--- src/rtl/sc_uart_pkg.sv ---
package sc_uart_pkg;
  localparam int unsigned DATA_W = 8;
  localparam int unsigned OVS    = 16;
  localparam int unsigned SUB_W  = $clog2(OVS);
  localparam int unsigned IDX_W  = $clog2(DATA_W + 3);

  localparam logic [IDX_W-1:0] IDX_START  = '0;
  localparam logic [IDX_W-1:0] IDX_D_LAST = IDX_W'(DATA_W);
  localparam logic [IDX_W-1:0] IDX_PAR    = IDX_W'(DATA_W + 1);
  localparam logic [IDX_W-1:0] IDX_STOP   = IDX_W'(DATA_W + 2);

  localparam logic [SUB_W-1:0] SUB_MID  = SUB_W'(OVS / 2 - 1);
  localparam logic [SUB_W-1:0] SUB_LAST = SUB_W'(OVS - 1);

  typedef enum logic {
    ST_IDLE,
    ST_BUSY
  } ser_state_e;
endpackage

--- src/rtl/sc_uart_baud.sv ---
module sc_uart_baud #(
  parameter int unsigned DIV_W = 8,
  parameter int unsigned PRE_W = 3
) (
  input  logic             clk_i,
  input  logic             rst_ni,
  input  logic [1:0]       clk_sel_i,
  input  logic             ext_tick_i,
  input  logic [DIV_W-1:0] div_i,
  output logic             os_tick_o
);
  logic [PRE_W-1:0] pre_q;
  logic [1:0]       ext_sync_q;
  logic             ext_prev_q;
  logic             cnt_tick;
  logic [DIV_W-1:0] dcnt_q;
  logic             os_q;

  always_ff @(posedge clk_i or negedge rst_ni) begin
    if (!rst_ni) begin
      pre_q      <= '0;
      ext_sync_q <= '0;
      ext_prev_q <= 1'b0;
    end else begin
      pre_q      <= pre_q + 1'b1;
      ext_sync_q <= {ext_sync_q[0], ext_tick_i};
      ext_prev_q <= ext_sync_q[1];
    end
  end

  always_comb begin
    unique case (clk_sel_i)
      2'd0:    cnt_tick = 1'b1;
      2'd1:    cnt_tick = pre_q[0];
      2'd2:    cnt_tick = &pre_q;
      default: cnt_tick = ext_sync_q[1] & ~ext_prev_q;
    endcase
  end

  // os tick every (div+1) count ticks
  always_ff @(posedge clk_i or negedge rst_ni) begin
    if (!rst_ni) begin
      dcnt_q <= '0;
      os_q   <= 1'b0;
    end else begin
      os_q <= 1'b0;
      if (cnt_tick) begin
        if (dcnt_q == '0) begin
          dcnt_q <= div_i;
          os_q   <= 1'b1;
        end else begin
          dcnt_q <= dcnt_q - 1'b1;
        end
      end
    end
  end

  assign os_tick_o = os_q;
endmodule

--- src/rtl/sc_uart_tx.sv ---
module sc_uart_tx
  import sc_uart_pkg::*;
(
  input  logic              clk_i,
  input  logic              rst_ni,
  input  logic              os_tick_i,
  input  logic              tx_en_i,
  input  logic              par_odd_i,
  input  logic              irq_sel_i,
  input  logic              wr_i,
  input  logic [DATA_W-1:0] data_i,
  input  logic              irq_clr_i,
  input  logic              line_i,
  output logic              buf_empty_o,
  output logic              reg_empty_o,
  output logic              err_seen_o,
  output logic              irq_o,
  output logic              bit_o
);
  ser_state_e        state_q;
  logic [DATA_W-1:0] buf_q, sh_q;
  logic              buf_full_q, par_q, err_q, irq_q;
  logic [SUB_W-1:0]  sub_q;
  logic [IDX_W-1:0]  idx_q;
  logic              load, done;

  assign load = (state_q == ST_IDLE) && buf_full_q && tx_en_i && os_tick_i;
  assign done = (state_q == ST_BUSY) && os_tick_i && (sub_q == SUB_LAST) && (idx_q == IDX_STOP);

  always_ff @(posedge clk_i or negedge rst_ni) begin
    if (!rst_ni) begin
      buf_q      <= '0;
      buf_full_q <= 1'b0;
    end else if (wr_i) begin
      buf_q      <= data_i;
      buf_full_q <= 1'b1;
    end else if (load) begin
      buf_full_q <= 1'b0;
    end
  end

  always_ff @(posedge clk_i or negedge rst_ni) begin
    if (!rst_ni) begin
      state_q <= ST_IDLE;
      sub_q   <= '0;
      idx_q   <= '0;
      sh_q    <= '0;
      par_q   <= 1'b0;
      err_q   <= 1'b0;
    end else if (load) begin
      state_q <= ST_BUSY;
      sub_q   <= '0;
      idx_q   <= IDX_START;
      sh_q    <= buf_q;
      par_q   <= (^buf_q) ^ par_odd_i;
    end else if (state_q == ST_BUSY && os_tick_i) begin
      sub_q <= sub_q + 1'b1;
      if (sub_q == SUB_MID && idx_q == IDX_STOP) err_q <= ~line_i;
      if (sub_q == SUB_LAST) begin
        if (idx_q == IDX_STOP) begin
          state_q <= ST_IDLE;
        end else begin
          idx_q <= idx_q + 1'b1;
          if (idx_q != IDX_START && idx_q <= IDX_D_LAST) sh_q <= sh_q >> 1;
        end
      end
    end
  end

  always_ff @(posedge clk_i or negedge rst_ni) begin
    if (!rst_ni)                       irq_q <= 1'b0;
    else if (irq_sel_i ? done : load)  irq_q <= 1'b1;
    else if (irq_clr_i)                irq_q <= 1'b0;
  end

  always_comb begin
    if (state_q == ST_IDLE)        bit_o = 1'b1;
    else if (idx_q == IDX_START)   bit_o = 1'b0;
    else if (idx_q <= IDX_D_LAST)  bit_o = sh_q[0];
    else if (idx_q == IDX_PAR)     bit_o = par_q;
    else                           bit_o = 1'b1;
  end

  assign buf_empty_o = ~buf_full_q;
  assign reg_empty_o = (state_q == ST_IDLE);
  assign err_seen_o  = err_q;
  assign irq_o       = irq_q;
endmodule

--- src/rtl/sc_uart_rx.sv ---
module sc_uart_rx
  import sc_uart_pkg::*;
(
  input  logic              clk_i,
  input  logic              rst_ni,
  input  logic              os_tick_i,
  input  logic              rx_en_i,
  input  logic              par_odd_i,
  input  logic              line_i,
  input  logic              rd_i,
  input  logic              irq_clr_i,
  output logic [DATA_W-1:0] data_o,
  output logic              full_o,
  output logic              perr_o,
  output logic              irq_o,
  output logic              err_drv_o
);
  ser_state_e        state_q;
  logic [SUB_W-1:0]  sub_q;
  logic [IDX_W-1:0]  idx_q;
  logic [DATA_W-1:0] sh_q, data_q;
  logic              line_prev_q, perr_cur_q, full_q, perr_q, irq_q, drv_q;
  logic              start_det, deliver;

  assign start_det = (state_q == ST_IDLE) && rx_en_i && line_prev_q && !line_i;
  assign deliver   = (state_q == ST_BUSY) && os_tick_i && (sub_q == SUB_MID) && (idx_q == IDX_STOP);

  always_ff @(posedge clk_i or negedge rst_ni) begin
    if (!rst_ni) begin
      line_prev_q <= 1'b1;
      state_q     <= ST_IDLE;
      sub_q       <= '0;
      idx_q       <= '0;
      sh_q        <= '0;
      perr_cur_q  <= 1'b0;
      drv_q       <= 1'b0;
    end else begin
      line_prev_q <= line_i;
      if (start_det) begin
        state_q    <= ST_BUSY;
        sub_q      <= '0;
        idx_q      <= IDX_START;
        perr_cur_q <= 1'b0;
      end else if (state_q == ST_BUSY && os_tick_i) begin
        sub_q <= sub_q + 1'b1;
        if (sub_q == SUB_MID) begin
          if (idx_q == IDX_START) begin
            if (line_i) state_q <= ST_IDLE;  // glitch, not a start bit
          end else if (idx_q <= IDX_D_LAST) begin
            sh_q <= {line_i, sh_q[DATA_W-1:1]};
          end else if (idx_q == IDX_PAR) begin
            perr_cur_q <= line_i ^ (^sh_q) ^ par_odd_i;
          end
        end
        if (sub_q == SUB_LAST) begin
          if (idx_q == IDX_STOP) begin
            state_q <= ST_IDLE;
            drv_q   <= 1'b0;
          end else begin
            idx_q <= idx_q + 1'b1;
            if (idx_q == IDX_PAR && perr_cur_q) drv_q <= 1'b1;
          end
        end
      end
    end
  end

  always_ff @(posedge clk_i or negedge rst_ni) begin
    if (!rst_ni) begin
      data_q <= '0;
      perr_q <= 1'b0;
      full_q <= 1'b0;
      irq_q  <= 1'b0;
    end else begin
      if (deliver) begin
        data_q <= sh_q;
        perr_q <= perr_cur_q;
      end
      if (deliver)        full_q <= 1'b1;
      else if (rd_i)      full_q <= 1'b0;
      if (deliver)        irq_q  <= 1'b1;
      else if (irq_clr_i) irq_q  <= 1'b0;
    end
  end

  assign data_o    = data_q;
  assign full_o    = full_q;
  assign perr_o    = perr_q;
  assign irq_o     = irq_q;
  assign err_drv_o = drv_q;
endmodule

--- src/rtl/sc_uart.sv ---
module sc_uart
  import sc_uart_pkg::*;
#(
  parameter int unsigned DIV_W = 8,
  parameter int unsigned PRE_W = 3
) (
  input  logic              clk_i,
  input  logic              rst_ni,
  input  logic [1:0]        clk_sel_i,
  input  logic              ext_tick_i,
  input  logic [DIV_W-1:0]  div_i,
  input  logic              tx_en_i,
  input  logic              rx_en_i,
  input  logic              par_odd_i,
  input  logic              tx_irq_sel_i,
  input  logic              tx_wr_i,
  input  logic [DATA_W-1:0] tx_data_i,
  input  logic              rx_rd_i,
  output logic [DATA_W-1:0] rx_data_o,
  output logic              txbuf_empty_o,
  output logic              txreg_empty_o,
  output logic              rx_full_o,
  output logic              rx_perr_o,
  output logic              tx_err_seen_o,
  output logic              tx_irq_o,
  input  logic              tx_irq_clr_i,
  output logic              rx_irq_o,
  input  logic              rx_irq_clr_i,
  output logic              txd_o,
  input  logic              rxd_i
);
  logic [1:0] line_sync_q;
  logic       line_s, os_tick, tx_bit, rx_err_drv;

  always_ff @(posedge clk_i or negedge rst_ni) begin
    if (!rst_ni) line_sync_q <= 2'b11;
    else         line_sync_q <= {line_sync_q[0], rxd_i};
  end
  assign line_s = line_sync_q[1];

  sc_uart_baud #(.DIV_W(DIV_W), .PRE_W(PRE_W)) u_baud (
    .clk_i, .rst_ni, .clk_sel_i, .ext_tick_i, .div_i,
    .os_tick_o(os_tick)
  );

  sc_uart_tx u_tx (
    .clk_i, .rst_ni,
    .os_tick_i  (os_tick),
    .tx_en_i,
    .par_odd_i,
    .irq_sel_i  (tx_irq_sel_i),
    .wr_i       (tx_wr_i),
    .data_i     (tx_data_i),
    .irq_clr_i  (tx_irq_clr_i),
    .line_i     (line_s),
    .buf_empty_o(txbuf_empty_o),
    .reg_empty_o(txreg_empty_o),
    .err_seen_o (tx_err_seen_o),
    .irq_o      (tx_irq_o),
    .bit_o      (tx_bit)
  );

  sc_uart_rx u_rx (
    .clk_i, .rst_ni,
    .os_tick_i(os_tick),
    .rx_en_i,
    .par_odd_i,
    .line_i   (line_s),
    .rd_i     (rx_rd_i),
    .irq_clr_i(rx_irq_clr_i),
    .data_o   (rx_data_o),
    .full_o   (rx_full_o),
    .perr_o   (rx_perr_o),
    .irq_o    (rx_irq_o),
    .err_drv_o(rx_err_drv)
  );

  // error pulse overrides the transmit bit on the shared line
  assign txd_o = tx_bit & ~rx_err_drv;
endmodule

--- config.mk ---
export PLATFORM = sky130hd
export DESIGN_NAME = sc_uart
export DESIGN_NICKNAME = d
export VERILOG_FILES = /design/src/rtl/sc_uart_pkg.sv /design/src/rtl/sc_uart_baud.sv /design/src/rtl/sc_uart_tx.sv /design/src/rtl/sc_uart_rx.sv /design/src/rtl/sc_uart.sv
export SDC_FILE = /design/constraint.sdc
export NUM_CORES = 1
export LEC_CHECK = 0
export ABC_AREA = 1
export BUFFER_PORTS_ARGS = -buffer_cell sky130_fd_sc_hd__buf_2
export CORE_MARGIN = 2
export CORE_UTILIZATION = 35
export DETAILED_ROUTE_END_ITERATION = 16
export PLACE_DENSITY = 0.5
export SETUP_SLACK_MARGIN = 0.15
export SYNTH_ARGS = -nofsm -noshare
export SYNTH_HDL_FRONTEND = slang
export SYNTH_SLANG_ARGS = --single-unit
--- constraint.sdc ---
create_clock -name clk_i -period 2.03 [get_ports clk_i]
set_clock_uncertainty 0.2 [all_clocks]
set_input_delay 0.203 -clock clk_i [delete_from_list [all_inputs] [get_ports clk_i]]
set_output_delay 0.203 -clock clk_i [all_outputs]
set_load 0.01 [all_outputs]
==> results of run 1 <==
per-layer routing:
metal  share of wire  up-vias  wire length [microns]  GRT usage
li1                -     1681                      -          -
met1            0.50     1481                   4043     0.1823
met2            0.46       52                   3773     0.2372
met3           0.033        6                    269    0.03436
met4          0.0082        0                     67    0.04212
met5               0        -                      0          0
area by class of cell:
type / count / area [sq um]
clock buffer: 9 / 123.9
inverter: 78 / 296.5
timing repair buffer: 88 / 639.4
sequential: 77 / 1931
clock inverter: 7 / 121.4
tap: 140 / 175.2
timing repair inverter: 1 / 7.507
fill: 1067 / 5826
multi-input combinational: 300 / 1625
registers in the layout, indices dropped and copies added (netlist names), 2 cells and up:
name               count
u_baud.dcnt_q          8
line_sync_q            2
u_tx.idx_q             4
u_tx.sh_q              8
u_rx.sub_q             4
u_rx.data_o            8
u_tx.buf_q             8
u_rx.sh_q              8
u_rx.idx_q             4
u_baud.ext_sync_q      2
u_tx.sub_q             4
u_baud.pre_q           3
Yosys cell counts, drive strengths merged:
master	n
a31oi	2
a22oi	2
nand2	114
ha	14
a21oi	15
clkbuf	3
o31ai	2
o21bai	2
o21a	1
nor3b	1
o22ai	2
o221ai	1
buf	6
dfrtp	74
inv	78
xnor2	1
mux2	1
o211ai	5
dfstp	3
nor2	24
nand3	26
o21ai	65
nor3	9
nand3b	2
xor2	3
nand4	7
power groups by stage:
stage | clock [W] | sequential (W) | combinational, W
after floorplan | 0 | 0.00183 | 0.000489
after global placement | 0 | 0.00186 | 0.000655
after detailed placement | 0 | 0.00186 | 0.000676
after CTS | 0.00148 | 0.00184 | 0.000712
after global routing | 0.00153 | 0.00187 | 0.000909
final | 0.00143 | 0.00184 | 0.000778
repair_timing:
item,in CTS,in global routing
setup endpoints to repair,9,31
hold buffers,24,0
endpoints found under the hold margin,97,0
gates resized for setup,5,27
cloned,0,2
pin swaps,1,12
buffers inserted,4,8
per-stage QoR:
step	util	total power [W]	hold WS, ns	worst slack, ns
floorplan	-	0.002322	-0.2926	0.3552
global placement	0.3933	0.002514	-0.1770	0.1999
detailed placement	0.3933	0.002538	-0.1805	0.1216
CTS	0.4427	0.004025	0.01075	0.03823
global route	0.4578	0.004304	0.04497	0.001970
finish	0.4578	0.004047	0.03178	0.1184
path summary, 6_finish.rpt:
check | endpoint | slack (ns) | cells after the start
worst max-delay path | txd_o | 0.12 | 7
worst min-delay path | u_tx.buf_q[0] | 0.03 | 3
worst max register to register | u_rx.perr_o | 0.23 | 9
worst min register to register | u_baud.ext_sync_q[1] | 0.16 | 0
max in group asynchronous | u_tx.idx_q[1] | 0.85 | 3
min in group asynchronous | u_rx.irq_o | 0.19 | 3
worst reg2reg max path, cell delays in order, from the launching register on:
cell and delay, ns:
dfrtp_1 0.39, ha_1 0.19, nand2_1 0.09, nor2_1 0.13
nand2_1 0.08, inv_1 0.19, nand2_1 0.09, buf_4 0.20
nand2_1 0.06, o21ai_0 0.07
logic make-up (layout without fill, tap and decap cells):
kind of cell,Yosys count,after routing,share of synthesized area
fa+ha+maj,14,14,0.04595
simple gates,183,184,0.2031
compound gates,97,97,0.1414
flops,77,77,0.5064
buf+inv,87,183,0.09091
mux,1,1,0.002954
xor+xnor,4,4,0.009191
cells in the final DEF, fill, tap and decap left out, drive strengths merged:
| master | count |
|---|---|
| nand2 | 115 |
| inv | 79 |
| dfrtp | 74 |
| o21ai | 65 |
| buf | 64 |
| nand3 | 26 |
| dlygate4sd3 | 24 |
| nor2 | 24 |
| a21oi | 15 |
| ha | 14 |
| clkbuf | 9 |
| nor3 | 9 |
| nand4 | 7 |
| o211ai | 5 |
| xor2 | 3 |
| bufinv | 3 |
| dfstp | 3 |
| o21bai | 2 |
| a31oi | 2 |
| clkinvlp | 2 |
| o22ai | 2 |
| nand3b | 2 |
| a22oi | 2 |
| o31ai | 2 |
| clkinv | 2 |
| o221ai | 1 |
| xnor2 | 1 |
| mux2 | 1 |
| o21a | 1 |
| nor3b | 1 |
==> impl_metrics.py, run 1 <==
metrics = {
    "drt": {
        "vias": 3220,
        "drt-total-wl_microns": 8153,
        "drt_iter0_markers": 102,
        "post_drt_wl_per_cell_microns": 11.65,
        "drc": 0,
        "firstDrtPassIters": 4,
        "via_per_inst": 4.600,
        "ant_nets": 0,
    },
    "setup_path": {
        "cp_common_cell": "nand2_2",
        "cp_top_family": "flip-flops",
        "worstSetupPathType": "reg -> out",
        "r2r_start": "u_rx.sub_q[1]",
        "cp_max_fo": 3,
        "crit_buf_inv": 2,
        "critPathSlowestCell": "dfrtp_1",
        "slowest_delay_ns": 0.39,
        "crit_chain": "inv_2 -> ha_4 -> nand2_2 -> nand2_2 -> o21bai_1 -> a31oi_1 -> buf_2",
        "crit_path_end_kind": "output port",
        "startpoint": "u_tx.idx_q[0]",
        "start_kind": "flip-flop",
        "critPathArrivalTime_ns": 1.51,
        "cp.required_ns": 1.63,
    },
    "cts": {
        "clk_pin_slew_ns": 0.09,
        "cts_tree": "built",
        "htree_num_levels": 3,
        "clock_tree.root_cell": "clkbuf_8",
        "clk_path_buf_depth": 2,
        "numCtsBuffers": 9,
        "cts.sinks": 77,
        "worstSkewPairLatency_ns": 0.34,
    },
    "sta": {
        "maxSlewHeadroom": 0.7047,
        "rsz0062_at_grt": "yes",
        "worst_pin_slew_ns": 0.4395,
        "fin_crit_ns": 1.912,
        "drv_slew": 0,
        "timing.fmax_mhz": 523.1,
        "finalSetupTns_ns": 0,
        "finalHoldViolCount": 0,
        "fin_crit_sh": 0.9417,
        "setup_viol": 0,
    },
    "place": {
        "port-buffer-count": 45,
        "hpwl_microns": 5539,
        "place_area_sq_um": 4227,
        "globalplace.congestion": 0.7924,
        "dp_cells": 646,
    },
    "synth": {
        "synth-seq-cells": 77,
        "yosys_warnings": 0,
        "synth_area_sq_um": 3812,
        "ys_types": 33,
        "yosysTopAreaCell": "dfrtp_1",
        "synth_top_area_frac": 0.4857,
        "synth.avg_cell_area_sq_um": 8.234,
        "yosysSeqAreaShare": 0.5064,
        "syn_nets": 507,
        "synth_cells": 463,
        "synthTopCellsByArea": "dfrtp_1 (49%), nand2_1 (11%), o21ai_0 (8.3%)",
    },
    "worst_hold_path": {
        "hp-class": "in -> reg",
        "holdCritStartpoint": "tx_wr_i",
    },
    "global_route": {
        "grt-ovfl-total": 0,
        "grt_pass1_vias": 3028,
        "antenna_found_initial": 0,
        "grt_pass1_wl_microns": 13250,
        "grt_max_degree": 47,
        "grt_use_total": 0.1419,
    },
    "die": {
        "io_pins": 46,
        "die_h_microns": 108.4,
        "die_x_microns": 108.4,
        "num_rows": 38,
        "start_util": 0.3548,
        "die-area_sq_um": 11740,
        "core_area_sq_um": 10750,
    },
    "finish": {
        "layout.nets": 599,
        "drive_above_1_share": 0.1982,
        "instances_no_fill": 700,
        "diodes": 0,
        "syn_to_final_growth_pct": 29.05,
        "post-route-cell-area_sq_um": 4920,
    },
    "power_and_ir_drop": {
        "p_clk_frac": 0.352,
        "pwr_density_cell_nw_per_um2": 822.5,
        "internal_power_w": 0.002872,
        "switching_power_w": 0.001175,
        "p_leak_nw": 2.436,
        "ir_drop_uv": 487.8,
        "swShare": 0.2903,
        "power_frac_comb": 0.192,
        "power_frac_seq": 0.456,
    },
    "run_status": {
        "status": "finished, final reports clean",
    },
    "flow_run": {
        "drv_cap": 0,
    },
}
Note: power is estimated with default switching activity, not from simulation.
==> run 2, diff against run 1 <==
--- a/config.mk
+++ b/config.mk
@@ -7,10 +7,14 @@
 export LEC_CHECK = 0
 export ABC_AREA = 1
 export BUFFER_PORTS_ARGS = -buffer_cell sky130_fd_sc_hd__buf_2
+export CELL_PAD_IN_SITES_DETAIL_PLACEMENT = 1
+export CELL_PAD_IN_SITES_GLOBAL_PLACEMENT = 1
 export CORE_MARGIN = 2
 export CORE_UTILIZATION = 35
+export CTS_BUF_LIST = sky130_fd_sc_hd__clkbuf_16
+export CTS_CLUSTER_SIZE = 16
 export DETAILED_ROUTE_END_ITERATION = 16
-export PLACE_DENSITY = 0.5
+export PLACE_DENSITY = 0.63
 export SETUP_SLACK_MARGIN = 0.15
 export SYNTH_ARGS = -nofsm -noshare
 export SYNTH_HDL_FRONTEND = slang
==> impl_metrics.py, run 2 (synthesis gave the netlist of run 1 again) <==
metrics = {
    "setup_path": {
        "cp_max_fo": 3,
        "crit_chain": "inv_2 -> ha_4 -> nand2_2 -> nand2_2 -> o21bai_4 -> a31oi_1 -> buf_2",
        "cp_common_cell": "nand2_2",
        "cp_top_family": "flip-flops",
        "start_kind": "flip-flop",
        "timing.rr.end": "u_baud.dcnt_q[2]",
        "worstSetupPathType": "reg -> out",
        "crit_path_end_kind": "output port",
        "crit_buf_inv": 2,
        "critPathArrivalTime_ns": 1.56,
        "startpoint": "u_tx.idx_q[0]",
        "reg2reg_depth": 6,
        "cp.required_ns": 1.63,
        "regToRegSetupSlack_ns": 0.24,
        "slowest_delay_ns": 0.39,
        "r2r_start": "u_baud.dcnt_q[2]",
        "critPathSlowestCell": "dfrtp_1",
    },
    "sta": {
        "timing.fmax_mhz": 510.0,
        "finalHoldViolCount": 0,
        "drv_slew": 0,
        "setup_viol": 0,
        "worst_pin_slew_ns": 0.4850,
        "fin_crit_sh": 0.9660,
        "hold-worst-slack_ns": 0.03047,
        "maxSlewHeadroom": 0.6742,
        "fin_crit_ns": 1.961,
        "rsz0062_at_grt": "yes",
        "layout_setup_ws_ns": 0.06904,
    },
    "power_and_ir_drop": {
        "internal_power_w": 0.002827,
        "pwr_density_cell_nw_per_um2": 826.3,
        "switching_power_w": 0.001215,
        "power_frac_comb": 0.192,
        "p_clk_frac": 0.351,
        "power_frac_seq": 0.458,
        "swShare": 0.3006,
        "p_leak_nw": 2.437,
        "ir_drop_uv": 683.3,
    },
    "cts": {
        "htree_num_levels": 3,
        "numCtsBuffers": 9,
        "clk_pin_slew_ns": 0.06,
        "worstSkewPairLatency_ns": 0.34,
        "clk_path_buf_depth": 2,
        "cts.sinks": 77,
        "cts_tree": "built",
        "clock_tree.root_cell": "clkbuf_16",
    },
    "die": {
        "num_rows": 38,
        "die_h_microns": 108.4,
        "start_util": 0.3548,
        "die_x_microns": 108.4,
        "io_pins": 46,
        "core_area_sq_um": 10750,
        "die-area_sq_um": 11740,
    },
    "run_status": {
        "status": "finished, final reports clean",
    },
    "worst_hold_path": {
        "holdCritStartpoint": "tx_wr_i",
        "whs_path_depth": 3,
        "min_to": "u_tx.buf_q[0]",
        "hp-class": "in -> reg",
    },
    "drt": {
        "vias": 3318,
        "post_drt_wl_per_cell_microns": 13.49,
        "firstDrtPassIters": 4,
        "drc": 0,
        "route.met3.wl_microns": 342,
        "top_layer": "met4",
        "ant_nets": 0,
        "via_per_inst": 4.760,
        "drt-met1-wl_microns": 4287,
        "drt_iter0_markers": 89,
        "dr_wl_met2_microns": 4652,
        "drt-total-wl_microns": 9401,
    },
    "finish": {
        "layout_commonest_cell": "nand2_1",
        "mostFrequentLayoutCells": "nand2_1 (112), inv_1 (74), dfrtp_1 (74), o21ai_0 (60), buf_2 (44)",
        "layout.nets": 596,
        "syn_to_final_growth_pct": 28.32,
        "drive_above_1_share": 0.1885,
        "diodes": 0,
    },
    "global_route": {
        "grt_use_total": 0.1751,
        "grt-ovfl-total": 0,
        "grt_pass1_wl_microns": 15790,
        "grt_max_degree": 38,
        "antenna_found_initial": 0,
        "grt_pass1_vias": 3506,
    },
    "place": {
        "hpwl_microns": 6554,
        "place_ws_ns": 0.1048,
        "globalplace.congestion": 0.8021,
        "port-buffer-count": 45,
    },
    "flow_run": {
        "drv_cap": 0,
    },
}
-- run 2: changes by cell type in the layout (fill, tap and decap cells not counted), sizes merged --
cell / change
dlygate4sd3: -2
buf: -1
clkinv: +1
inv: +2
bufinv: -3
-- run 2: worst register-to-register path: stages (launching register included) --
cell and delay, ns:
dfrtp_1 0.40, nor2_1 0.17, nand3_2 0.14, nor2_4 0.23, clkinvlp_4 0.21, o21ai_0 0.21, o22ai_1 0.10
-- run 2: timing repair --
item,in CTS,in global routing
gates resized for setup,8,21
setup buffers,5,3
setup endpoints to repair,2,31
endpoints found under the hold margin,82,0
gates cloned,0,2
pin swaps,2,6
hold buffers,22,0
-- run 2: through the flow --
stage	utilization	total power, W	area (sq um)	TNS (ns)	cells
6_report	0.4553	0.004042	4892	0	697
3_3_place_gp	0.3954	0.002532	4249	0	649
2_1_floorplan	-	0.002322	3812	0	463
3_5_place_dp	0.3954	0.002565	4249	0	649
5_1_grt	0.4553	0.004303	4892	-0.008824	697
4_1_cts	0.4453	0.004043	4785	0	692
-- run 2: power by group through the flow --
stage / Sequential (W) / Combinational, W / Clock (W)
floorplan: 0.00183 / 0.000489 / 0
global route: 0.00187 / 0.000896 / 0.00154
CTS: 0.00184 / 0.000729 / 0.00147
detailed placement: 0.00187 / 0.000696 / 0
finish: 0.00185 / 0.000775 / 0.00142
global placement: 0.00187 / 0.000667 / 0
-- run 2: how the worst max path moves through the flow --
stage,slack [ns],to,cells past startpoint
final,0.07,txd_o,7
after global routing,-0.009,txd_o,7
after CTS,0.06,txd_o,7
after detailed placement,0.10,u_baud.dcnt_q[3],7
after global placement,0.20,u_baud.dcnt_q[3],7
after floorplan,0.36,u_rx.sh_q[5],9
-- run 2: area by class of cell --
cell class	count	area (sq um)
Timing Repair inverter	1	7.507
Multi-Input combinational cell	300	1613
Sequential cell	77	1931
Tap cell	140	175.2
Inverter	78	296.5
Timing Repair Buffer	85	615.6
Clock inverter	7	28.78
Fill cell	1309	5853
Clock buffer	9	225.2
-- run 2: layer usage --
| metal | track usage | up-vias |
|---|---|---|
| li1 | - | 1673 |
| met1 | 0.2090 | 1591 |
| met2 | 0.3019 | 44 |
| met3 | 0.05546 | 10 |
| met4 | 0.05220 | 0 |
| met5 | 0 | - |
